File: config.mk
export PLATFORM = sky130hd
export DESIGN_NAME = ucache_pmu
export DESIGN_NICKNAME = d
export VERILOG_FILES = /design/src/rtl/ucpmu_pkg.sv /design/src/rtl/ucpmu_filter.sv /design/src/rtl/ucpmu_counter.sv /design/src/rtl/ucache_pmu.sv
export SDC_FILE = /design/constraint.sdc
export NUM_CORES = 2
export LEC_CHECK = 0
export BUFFER_PORTS_ARGS = -buffer_cell sky130_fd_sc_hd__buf_2
export CAP_MARGIN = 20
export CORE_ASPECT_RATIO = 1.5
export CORE_MARGIN = 3
export CORE_UTILIZATION = 30
export DETAILED_ROUTE_END_ITERATION = 12
export RECOVER_POWER = 50
export SLEW_MARGIN = 20
export SYNTH_ARGS = -nofsm -noshare
export SYNTH_HDL_FRONTEND = slang
export SYNTH_SLANG_ARGS = --single-unit
File: constraint.sdc
create_clock -name clk -period 35.3 [get_ports clk]
set_input_delay 7.06 -clock clk [delete_from_list [all_inputs] [get_ports clk]]
set_output_delay 7.06 -clock clk [all_outputs]
set_load 0.1 [all_outputs]
File: src/rtl/ucpmu_pkg.sv
`timescale 1ns/1ps
package ucpmu_pkg;
  localparam int ADDR_W = 16;
  localparam int SRC_W  = 14;
  localparam int CH_W   = 2;

  localparam logic [ADDR_W-1:0] A_IMASK = 16'h0800;
  localparam logic [ADDR_W-1:0] A_ISTS  = 16'h0808;
  localparam logic [ADDR_W-1:0] A_ICLR  = 16'h080C;
  localparam logic [ADDR_W-1:0] A_TTCTL = 16'h1B2C;
  localparam logic [ADDR_W-1:0] A_SRCID = 16'h1B40;
  localparam logic [ADDR_W-1:0] A_EVCTL = 16'h1C00;
  localparam logic [ADDR_W-1:0] A_VER   = 16'h1CF0;
  localparam logic [ADDR_W-1:0] A_EVSEL = 16'h1D00;
  localparam logic [ADDR_W-1:0] A_CNT   = 16'h1E00;

  // event control fields
  localparam int GLB_BIT = 26;
  localparam int CH_LO   = 27;
  localparam int TT_BIT  = 29;
  // request filter control fields
  localparam int MARK_BIT  = 0;
  localparam int RQEN_BIT  = 2;
  localparam int SRCEN_BIT = 3;
  localparam int RQSEL_LO  = 7;
  localparam logic [2:0] RQSEL_READ = 3'd4;
  // code window subject to channel filtering
  localparam logic [7:0] RING_LO = 8'h47;
  localparam logic [7:0] RING_HI = 8'h59;

  typedef struct packed {
    logic             rd_on;
    logic             src_on;
    logic [CH_W-1:0]  chan;
    logic [SRC_W-1:0] srcid;
  } filt_cfg_t;
endpackage

File: src/rtl/ucpmu_filter.sv
`timescale 1ns/1ps
module ucpmu_filter
  import ucpmu_pkg::*;
#(
  parameter int NUM_EVT = 256,
  parameter int EVT_W   = 8
) (
  input  logic [EVT_W-1:0]   code,
  input  logic [NUM_EVT-1:0] evt_pulse,
  input  filt_cfg_t          cfg,
  input  logic               req_is_read,
  input  logic [SRC_W-1:0]   req_srcid,
  input  logic [CH_W-1:0]    req_chan,
  output logic               hit
);
  logic strobe, in_ring, rd_ok, src_ok, ch_ok;

  always_comb begin
    strobe  = evt_pulse[code];
    in_ring = (code >= EVT_W'(RING_LO)) && (code <= EVT_W'(RING_HI));
    rd_ok   = !cfg.rd_on || req_is_read;
    src_ok  = !cfg.src_on || (req_srcid == cfg.srcid);
    ch_ok   = (cfg.chan == '0) || !in_ring || (req_chan == cfg.chan);
    hit     = strobe && rd_ok && src_ok && ch_ok;
  end
endmodule

File: src/rtl/ucpmu_counter.sv
`timescale 1ns/1ps
module ucpmu_counter #(
  parameter int W = 64
) (
  input  logic         clk,
  input  logic         rst_n,
  input  logic         inc,
  input  logic         wr_lo,
  input  logic         wr_hi,
  input  logic [31:0]  wdata,
  output logic [W-1:0] value,
  output logic         wrap
);
  localparam int HI_W = W - 32;

  logic [W-1:0] val_q, val_d;
  logic         load;

  always_comb begin
    val_d = val_q;
    wrap  = 1'b0;
    load  = wr_lo || wr_hi || inc;
    if (wr_lo) begin
      val_d[31:0] = wdata;
    end else if (wr_hi) begin
      val_d[W-1:32] = wdata[HI_W-1:0];
    end else if (inc) begin
      val_d = val_q + 1'b1;
      wrap  = &val_q;
    end
  end

  always_ff @(posedge clk or negedge rst_n) begin
    if (!rst_n)    val_q <= '0;
    else if (load) val_q <= val_d;
  end

  assign value = val_q;
endmodule

File: src/rtl/ucache_pmu.sv
`timescale 1ns/1ps
module ucache_pmu
  import ucpmu_pkg::*;
#(
  parameter int          NUM_CNTR = 8,
  parameter int          CNT_W    = 64,
  parameter int          NUM_EVT  = 256,
  parameter int          EVT_W    = 8,
  parameter logic [31:0] VERSION  = 32'h0000_0102
) (
  input  logic               clk,
  input  logic               rst_n,
  input  logic               bus_wr,
  input  logic               bus_rd,
  input  logic [ADDR_W-1:0]  bus_addr,
  input  logic [31:0]        bus_wdata,
  output logic [31:0]        bus_rdata,
  input  logic [NUM_EVT-1:0] evt_pulse,
  input  logic               req_is_read,
  input  logic [SRC_W-1:0]   req_srcid,
  input  logic [CH_W-1:0]    req_chan,
  output logic               irq
);
  localparam int PER_WORD = 32 / EVT_W;
  localparam int NUM_SEL  = (NUM_CNTR + PER_WORD - 1) / PER_WORD;
  localparam int IDX_W    = (NUM_CNTR > 1) ? $clog2(NUM_CNTR) : 1;
  localparam int SEL_W    = (NUM_SEL > 1) ? $clog2(NUM_SEL) : 1;
  localparam int HI_W     = CNT_W - 32;

  // reset: asserted asynchronously, released on clock
  logic rst_s1, rst_q_n;
  always_ff @(posedge clk or negedge rst_n) begin
    if (!rst_n) begin
      rst_s1  <= 1'b0;
      rst_q_n <= 1'b0;
    end else begin
      rst_s1  <= 1'b1;
      rst_q_n <= rst_s1;
    end
  end

  // state
  logic [NUM_CNTR-1:0] cnt_en_q, cnt_en_d, mask_q, mask_d, sts_q, sts_d;
  logic                glb_q, glb_d, tten_q, tten_d;
  logic [CH_W-1:0]     chan_q, chan_d;
  logic [2:0]          rqsel_q, rqsel_d;
  logic                mark_q, mark_d, rqen_q, rqen_d, srcen_q, srcen_d;
  logic [SRC_W-1:0]    srcid_q, srcid_d;
  logic [EVT_W-1:0]    code_q [NUM_CNTR];
  logic [EVT_W-1:0]    code_d [NUM_CNTR];
  logic [HI_W-1:0]     hi_lat_q, hi_lat_d;
  logic [31:0]         rdata_q, rdata_d, rd_val;

  logic [CNT_W-1:0]    cnt_val [NUM_CNTR];
  logic [NUM_CNTR-1:0] inc_vec, hit_vec, wrap_vec;

  // decode
  logic             cnt_reg, sel_reg, hi_half;
  logic [IDX_W-1:0] cnt_idx;
  logic [SEL_W-1:0] sel_idx;
  always_comb begin
    cnt_reg = (bus_addr >= A_CNT) && (bus_addr < A_CNT + ADDR_W'(NUM_CNTR * 8));
    sel_reg = (bus_addr >= A_EVSEL) && (bus_addr < A_EVSEL + ADDR_W'(NUM_SEL * 4));
    cnt_idx = bus_addr[IDX_W+2:3];
    sel_idx = bus_addr[SEL_W+1:2];
    hi_half = bus_addr[2];
  end

  // next state of control registers
  always_comb begin
    cnt_en_d = cnt_en_q;
    glb_d    = glb_q;
    chan_d   = chan_q;
    tten_d   = tten_q;
    mask_d   = mask_q;
    rqsel_d  = rqsel_q;
    mark_d   = mark_q;
    rqen_d   = rqen_q;
    srcen_d  = srcen_q;
    srcid_d  = srcid_q;
    code_d   = code_q;
    sts_d    = sts_q;
    if (bus_wr) begin
      if (bus_addr == A_EVCTL) begin
        cnt_en_d = bus_wdata[NUM_CNTR-1:0];
        glb_d    = bus_wdata[GLB_BIT];
        chan_d   = bus_wdata[CH_LO +: CH_W];
        tten_d   = bus_wdata[TT_BIT];
      end
      if (bus_addr == A_IMASK) mask_d = bus_wdata[NUM_CNTR-1:0];
      if (bus_addr == A_TTCTL) begin
        rqsel_d = bus_wdata[RQSEL_LO +: 3];
        mark_d  = bus_wdata[MARK_BIT];
        rqen_d  = bus_wdata[RQEN_BIT];
        srcen_d = bus_wdata[SRCEN_BIT];
      end
      if (bus_addr == A_SRCID) srcid_d = bus_wdata[1 +: SRC_W];
      if (bus_addr == A_ICLR)  sts_d = sts_q & ~bus_wdata[NUM_CNTR-1:0];
      if (sel_reg) begin
        for (int k = 0; k < NUM_CNTR; k++) begin
          if (k / PER_WORD == int'(sel_idx))
            code_d[k] = bus_wdata[(k % PER_WORD) * EVT_W +: EVT_W];
        end
      end
    end
    sts_d = sts_d | wrap_vec;
  end

  // read path
  always_comb begin
    rd_val = '0;
    if (bus_addr == A_IMASK) rd_val[NUM_CNTR-1:0] = mask_q;
    if (bus_addr == A_ISTS)  rd_val[NUM_CNTR-1:0] = sts_q;
    if (bus_addr == A_VER)   rd_val = VERSION;
    if (bus_addr == A_SRCID) rd_val[1 +: SRC_W] = srcid_q;
    if (bus_addr == A_TTCTL) begin
      rd_val[RQSEL_LO +: 3] = rqsel_q;
      rd_val[MARK_BIT]      = mark_q;
      rd_val[RQEN_BIT]      = rqen_q;
      rd_val[SRCEN_BIT]     = srcen_q;
    end
    if (bus_addr == A_EVCTL) begin
      rd_val[NUM_CNTR-1:0]    = cnt_en_q;
      rd_val[GLB_BIT]         = glb_q;
      rd_val[CH_LO +: CH_W]   = chan_q;
      rd_val[TT_BIT]          = tten_q;
    end
    if (sel_reg) begin
      for (int k = 0; k < NUM_CNTR; k++) begin
        if (k / PER_WORD == int'(sel_idx))
          rd_val[(k % PER_WORD) * EVT_W +: EVT_W] = code_q[k];
      end
    end
    if (cnt_reg) rd_val = hi_half ? 32'(hi_lat_q) : cnt_val[cnt_idx][31:0];
    rdata_d  = bus_rd ? rd_val : rdata_q;
    hi_lat_d = (bus_rd && cnt_reg && !hi_half) ? cnt_val[cnt_idx][CNT_W-1:32] : hi_lat_q;
  end

  always_ff @(posedge clk or negedge rst_q_n) begin
    if (!rst_q_n) begin
      cnt_en_q <= '0;
      glb_q    <= 1'b0;
      chan_q   <= '0;
      tten_q   <= 1'b0;
      mask_q   <= '1;
      sts_q    <= '0;
      rqsel_q  <= '0;
      mark_q   <= 1'b0;
      rqen_q   <= 1'b0;
      srcen_q  <= 1'b0;
      srcid_q  <= '0;
      hi_lat_q <= '0;
      rdata_q  <= '0;
      for (int k = 0; k < NUM_CNTR; k++) code_q[k] <= '0;
    end else begin
      cnt_en_q <= cnt_en_d;
      glb_q    <= glb_d;
      chan_q   <= chan_d;
      tten_q   <= tten_d;
      mask_q   <= mask_d;
      sts_q    <= sts_d;
      rqsel_q  <= rqsel_d;
      mark_q   <= mark_d;
      rqen_q   <= rqen_d;
      srcen_q  <= srcen_d;
      srcid_q  <= srcid_d;
      hi_lat_q <= hi_lat_d;
      rdata_q  <= rdata_d;
      code_q   <= code_d;
    end
  end

  // filter configuration shared by all counter slices
  filt_cfg_t cfg;
  always_comb begin
    cfg.rd_on  = tten_q && rqen_q && (rqsel_q == RQSEL_READ);
    cfg.src_on = cfg.rd_on && srcen_q;
    cfg.chan   = chan_q;
    cfg.srcid  = srcid_q;
  end

  logic cnt_wr;
  assign cnt_wr = bus_wr && cnt_reg;

  for (genvar g = 0; g < NUM_CNTR; g++) begin : g_slice
    ucpmu_filter #(.NUM_EVT(NUM_EVT), .EVT_W(EVT_W)) u_filt (
      .code        (code_q[g]),
      .evt_pulse   (evt_pulse),
      .cfg         (cfg),
      .req_is_read (req_is_read),
      .req_srcid   (req_srcid),
      .req_chan    (req_chan),
      .hit         (hit_vec[g])
    );
    assign inc_vec[g] = hit_vec[g] && glb_q && cnt_en_q[g];
    ucpmu_counter #(.W(CNT_W)) u_cnt (
      .clk   (clk),
      .rst_n (rst_q_n),
      .inc   (inc_vec[g]),
      .wr_lo (cnt_wr && (cnt_idx == IDX_W'(g)) && !hi_half),
      .wr_hi (cnt_wr && (cnt_idx == IDX_W'(g)) && hi_half),
      .wdata (bus_wdata),
      .value (cnt_val[g]),
      .wrap  (wrap_vec[g])
    );
  end

  assign bus_rdata = rdata_q;
  assign irq       = |(sts_q & ~mask_q);
endmodule

Word level (Yosys, flattened, before mapping)
Cells that the tools add are included.
{"block": "totals", "ff_bits": 690, "inputBits": 325, "output_inout_bits": 33}
{"block": "op_classes", "add_sub_neg": 8, "order_cmp": 29, "n_eq_ne": 25, "mux": 93, "bitwise": 15, "n_reduce_logical": 174}
{"op": "32-bit two-way mux", "count": 27}
{"op": "64-bit two-way mux", "count": 10}
{"op": "64-bit by 1-bit adder with 64-bit output (second input constant)", "count": 8}
{"op": "64-bit AND reduction", "count": 8}
{"op": "64-bit binary-select mux with 3-bit select", "count": 1}
{"op": "1-bit logical AND", "count": 80}
{"op": "8-bit by 9-bit less-than comparator with 1-bit output (second input constant)", "count": 8}
{"op": "8-bit two-way mux", "count": 9}
{"op": "1-bit binary-select mux with 8-bit select", "count": 8}
{"op": "16-bit by 13-bit equality test with 1-bit output (second input constant)", "count": 4}
{"op": "8-bit by 7-bit >= comparator with 1-bit output (second input constant)", "count": 8}
{"op": "8-bit by 7-bit less-or-equal comparator with 1-bit output (second input constant)", "count": 8}
{"op": "3-bit AND reduction", "count": 18}
{"op": "16-bit by 12-bit equality test with 1-bit output (second input constant)", "count": 3}
{"op": "1-bit logical OR", "count": 34}
{"op": "1-bit two-way mux", "count": 33}
{"op": "16-bit by 13-bit >= comparator with 1-bit output (second input constant)", "count": 2}
{"op": "16-bit by 13-bit less-than comparator with 1-bit output (second input constant)", "count": 2}
{"op": "2-bit nonzero test", "count": 16}
{"op": "8-bit AND", "count": 2}
{"op": "2-bit by 1-bit != test with 1-bit output (second input constant)", "count": 8}
{"op": "8-bit inverter", "count": 2}
{"op": "3-bit equality test (second input constant)", "count": 5}
{"op": "14-bit equality test", "count": 1}
{"op": "other kinds (17)", "count": 39}

Logic depth before layout (Yosys ltp)
{"block": "depth", "depth_word": 13, "mapped_depth": 17, "ltp_nobuf": 11}

By module
Synthesis repeated with hierarchy kept, for this count alone.
{"block": "unflattened", "cells_unflattened": 6783, "hier_area_um2": 65316.4}
{"mod": "ucpmu_counter", "instances": 8, "cells_per_inst": 496, "area_each_um2": 4100.2}
{"mod": "ucpmu_filter", "instances": 8, "cells_per_inst": 226, "area_each_um2": 2529.9}
{"mod": "ucache_pmu", "instances": 1, "cells_per_inst": 1007, "area_each_um2": 12275.5}

Worst setup path after synthesis
No wires, ideal clock.
{"block": "synth_timing", "path_kind": "input port to flip-flop", "startpoint": "in bus_addr[13]", "endpoint": "reg g_slice[7].u_cnt.val_q[39]", "setup_ps": 141, "arrival_time_ps": 9633, "required_ps": 35159, "path_slack_ps": 25526, "stages": 14, "path_cell_list": "nor4b_1 and4_1 buf_2 and3_1 clkbuf_1 a21boi_0 nand4b_1 a311oi_1 nor3_4 buf_2 buf_2 nor2_1 o21ai_0 o221ai_1"}
{"block": "synth_via", "elab_chain_cells": 8, "word_cells_on_any_way": 13, "cone_classes": "order compare (2); mux (1); bitwise (1); reduce/logical (9)"}
{"item": "from (decl)", "line": "ucache_pmu.sv:15", "rtl": "input logic [ADDR_W-1:0] bus_addr,"}
{"item": "16-bit by 13-bit >= comparator with 1-bit output or 16-bit by 13-bit less-than comparator with 1-bit output (tied branches)", "line": "ucache_pmu.sv:62", "rtl": "cnt_reg = (bus_addr >= A_CNT) && (bus_addr < A_CNT + ADDR_W'(NUM_CNTR * 8));"}
{"item": "1-bit logical AND *", "line": "ucache_pmu.sv:62"}
{"item": "1-bit logical AND *", "line": "ucache_pmu.sv:183", "rtl": "assign cnt_wr = bus_wr && cnt_reg;"}
{"item": "1-bit logical AND *", "line": "ucache_pmu.sv:200, ucache_pmu.sv:201"}
{"item": "1-bit logical AND (on tied branches)", "line": "ucache_pmu.sv:200, ucache_pmu.sv:201"}
{"item": "1-bit logical OR (2 in series)", "line": "ucpmu_counter.sv:22", "rtl": "load = wr_lo || wr_hi || inc;"}
{"item": "3-bit AND reduction (no line)"}
{"item": "to (signal assigned)", "line": "ucpmu_counter.sv:35", "rtl": "else if (load) val_q <= val_d;"}
{"item": "to (decl)", "line": "ucpmu_counter.sv:16", "rtl": "logic [W-1:0] val_q, val_d;"}
Every way passes the cells marked *; elsewhere a longest branch is shown, timed or not.
A chain may end at the register's enable or synchronous reset.

==> summary.txt <==
Synth
  • Distinct cell type count after synthesis: 101
  • Post-Synth Simple-Gate Area: 0.182
  • Warnings, synthesis: 0
  • Post-synthesis xor/xnor area fraction: 0.0195
  • Seq/Total Area, Yosys: 0.289
  • Multiplexer share of the synthesized area: 0.306
  • Largest family of logic cells by synthesized area: multiplexers
  • Net Count, Synth: 6430
  • Compound-gate portion of the synthesized area: 0.153
  • Asr flop ratio synth: 1.00
  • Adder-cell share of the synthesized area: 0.00167
  • Mapped Area: 59800 um^2
  • Yosys reg bits: 690
  • Mapped Cells: 6097
  • Post-synth EDFFs: 0
  • Top FF cell, synth: dfrtp_1
  • Synthesized area per cell: 9.81 um^2

Setup path
  • WS Path Type: reg2async
  • CP arrival: 12.55 ns
  • Crit path launch type: flop
  • R2R cell count: 3
  • R2R setup slack: 20.30 ns
  • CP Capture Type: asynchronous set/reset pin
  • Worst R2R End: code_q[56]
  • FF-to-FF Start: rst_q_n
  • Critical path peak fanout: 144
  • CP required: 32.84 ns

Status
  • Status: finished with violations
  • Failing checks: max-capacitance violations, max-slew violations

Clocking
  • Resize count post-CTS: 0
  • Reg clk slew, reported paths: 0.07 ns
  • H-tree level count: 3
  • Clock buffer count from CTS: 73
  • Postcts setup bufs: 0
  • Root Driver: clkbuf_16
  • Clock latency on the worst-skew pair: 0.68 ns
  • Clock tree buffer depth: 3
  • Hold buffers post-CTS: 0
  • # clock sinks: 690
  • CTS tree: yes

Cells and area
  • Layout area overhead: 10.9%
  • Commonest non-fill, non-tap cell in the layout: nand2_1
  • # nets final: 6479
  • Layout cells sized above 1: 0.247
  • Fillers: 20131
  • Fin util: 0.335
  • Most frequent cells in the layout: 770 x nand2_1, 672 x mux4_2, 662 x dfrtp_1

Run
  • Max Cap Viol: 10

GRT
  • GRT Overall Usage: 0.280
  • Initial antenna violation count: 60
  • Grt total ovfl: 0
  • Vias in the first global route: 56233
  • Pin count of the biggest net entering global routing: 145
  • First-pass GRT wire length: 419000 um

Route
  • Met3 wire len: 35100 um
  • Routed WL: 297000 um
  • Routed Antenna Nets: 0
  • Avg WL per Cell: 33.4 um
  • Initial DRC count: 9089
  • Vias: 58665
  • Vias/cell: 6.60
  • Metal-1 WL: 97000 um
  • DRC: 0
  • First-pass iteration count of the detailed router: 9
  • Uppermost routed layer: met5
  • Met2 WL: 131000 um

Floorplanning
  • IO Count: 358
  • Chip Height: 553 um
  • Initial cell density of the core: 0.302
  • Rows: 200
  • Placeable Area: 198000 um^2
  • Die Width: 371 um
  • Die ar.: 205000 um^2

Worst hold path
  • Min-delay src: rst_s1
  • Hold endpoint: rst_q_n
  • Hold Path Cell Cnt: 0
  • Worst hold path type: reg2reg

Pwr
  • Power Density: 28.7 nW/um^2
  • Final Power: 1.90 mW
  • Worst VDD drop: 0.0000328 V
  • P_leak: 23.5 nW

Timing
  • Pins Over Slew Limit: 687
  • Final setup margin: 20.30 ns
  • Final hold slack: 0.357 ns
  • Sum Neg Setup Slack: 0 ns
  • Slew margin rel.: -4.44
  • Final period util: 0.425
  • Final Skew: 0.0287 ns
  • Crit path time final: 15.00 ns
  • RSZ-0062 raised after global routing: no
  • Fmax: 66.7 MHz
  • Worst Tran Pin Value: 8.17 ns
  • Final setup violating endpoints: 0
  • Fin. Hold Viols: 0

Placed design
  • I/O Buffers: 357
  • Final GP Congestion: 1.06
  • Worst slack at placement: 23.13 ns
  • DP Wirelength: 216000 um
[registers in the layout (all words and copies together), names as in the netlist]
register,cells
cnt_en_q,8
sts_q,8
chan_q,2
rqen_q,1
rst_s1,1
srcen_q,1
tten_q,1
glb_q,1
rqsel_q,3
code_q,64
mask_q,8
hi_lat_q,32
rst_q_n,1
mark_q,1
bus_rdata,32
g_slice.u_cnt.value,512
srcid_q,14
[per-stage QoR]
stage,cell area [um^2],instances
6_report,66300,8890
5_1_grt,66200,8842
4_1_cts,66200,8830
3_5_place_dp,63600,8694
3_3_place_gp,63600,8694
2_1_floorplan,59800,6097
[per-layer routing]
layer  global-route usage  up-vias
met5                    0        -
met4                0.248       40
met3               0.0807     1243
met2                0.430     4283
met1                0.315    29286
li1                     -    23813
[cells in the mapped netlist, types with 15 or more instances]
cell type	number	area, um^2
nand2_1	770	2890
dfrtp_1	682	17100
mux4_2	672	15100
nor2_1	543	2040
o21ai_0	402	2010
a21oi_1	285	1430
clkbuf_1	278	1040
nand3_1	238	1190
mux2_2	134	1510
and3_1	127	795
nor3_1	121	606
mux2i_1	120	1200
inv_1	115	432
buf_2	114	571
o311ai_0	102	893
xnor2_1	102	893
nand4_1	83	519
a31oi_1	71	444
o22ai_1	70	438
a22oi_1	64	480
nor2b_1	63	394
buf_1	60	225
nor4_1	58	363
nand2b_1	51	319
and2_1	50	313
o211ai_1	49	368
a211oi_1	46	345
nor3b_1	37	278
buf_4	35	263
a221o_1	34	340
xor2_1	31	272
and4_1	29	254
or3_1	29	181
or2_2	23	144
o221ai_1	22	193
a221oi_1	20	175
a311oi_1	19	166
o21a_1	19	143
o21bai_1	19	143
a222oi_1	17	170
a31o_2	16	140
a32oi_1	16	140
buf_6	15	169
[worst max-delay path: stages, from the launching register on]
cell      delay (ns)
dfrtp_1         1.61
clkbuf_1        2.31
clkbuf_1        1.89
clkbuf_1        5.78
[power breakdown]
group	internal [mW]	leakage, nW	switching, mW
clock network	0.503	1.27	0.361
logic	0.0779	12.8	0.160
registers	0.794	9.42	0.00609
[worst max-delay path by stage]
stage          cells past startpoint         start                         end  slack [ns]
6_report                           3       rst_q_n                  code_q[56]       20.30
5_1_grt                            3       rst_q_n                  code_q[56]       17.89
4_1_cts                           13  bus_addr[13]  g_slice[7].u_cnt.value[55]       23.80
3_5_place_dp                      11  bus_addr[13]  g_slice[0].u_cnt.value[54]       23.13
3_3_place_gp                      13  bus_addr[13]  g_slice[7].u_cnt.value[40]       23.26
2_1_floorplan                      0       rst_q_n                bus_rdata[0]       14.66
[cell families after synthesis]
family                     count (synthesis)
and+or+nand+nor                         2288
xor gates and xnor gates                 133
DFF                                      690
muxes                                    944
adders and majority gates                  8
buffers and inverters                    634
AOI/OAI and AO/OA                       1399
other                                      1
[final cells by class]
| type | count | area [um^2] | share of cell area |
|---|---|---|---|
| well taps | 2626 | 3290 | 0.0495 |
| diodes | 57 | 143 | 0.00215 |
| flip-flops and latches | 690 | 17300 | 0.261 |
| repair buffers | 491 | 2770 | 0.0418 |
| clock inverters | 29 | 387 | 0.00583 |
| multi-input cells | 4773 | 39800 | 0.600 |
| inverters | 117 | 439 | 0.00662 |
| clock buffers | 107 | 2210 | 0.0334 |
No activity file was read; power rests on OpenSTA's default activity.
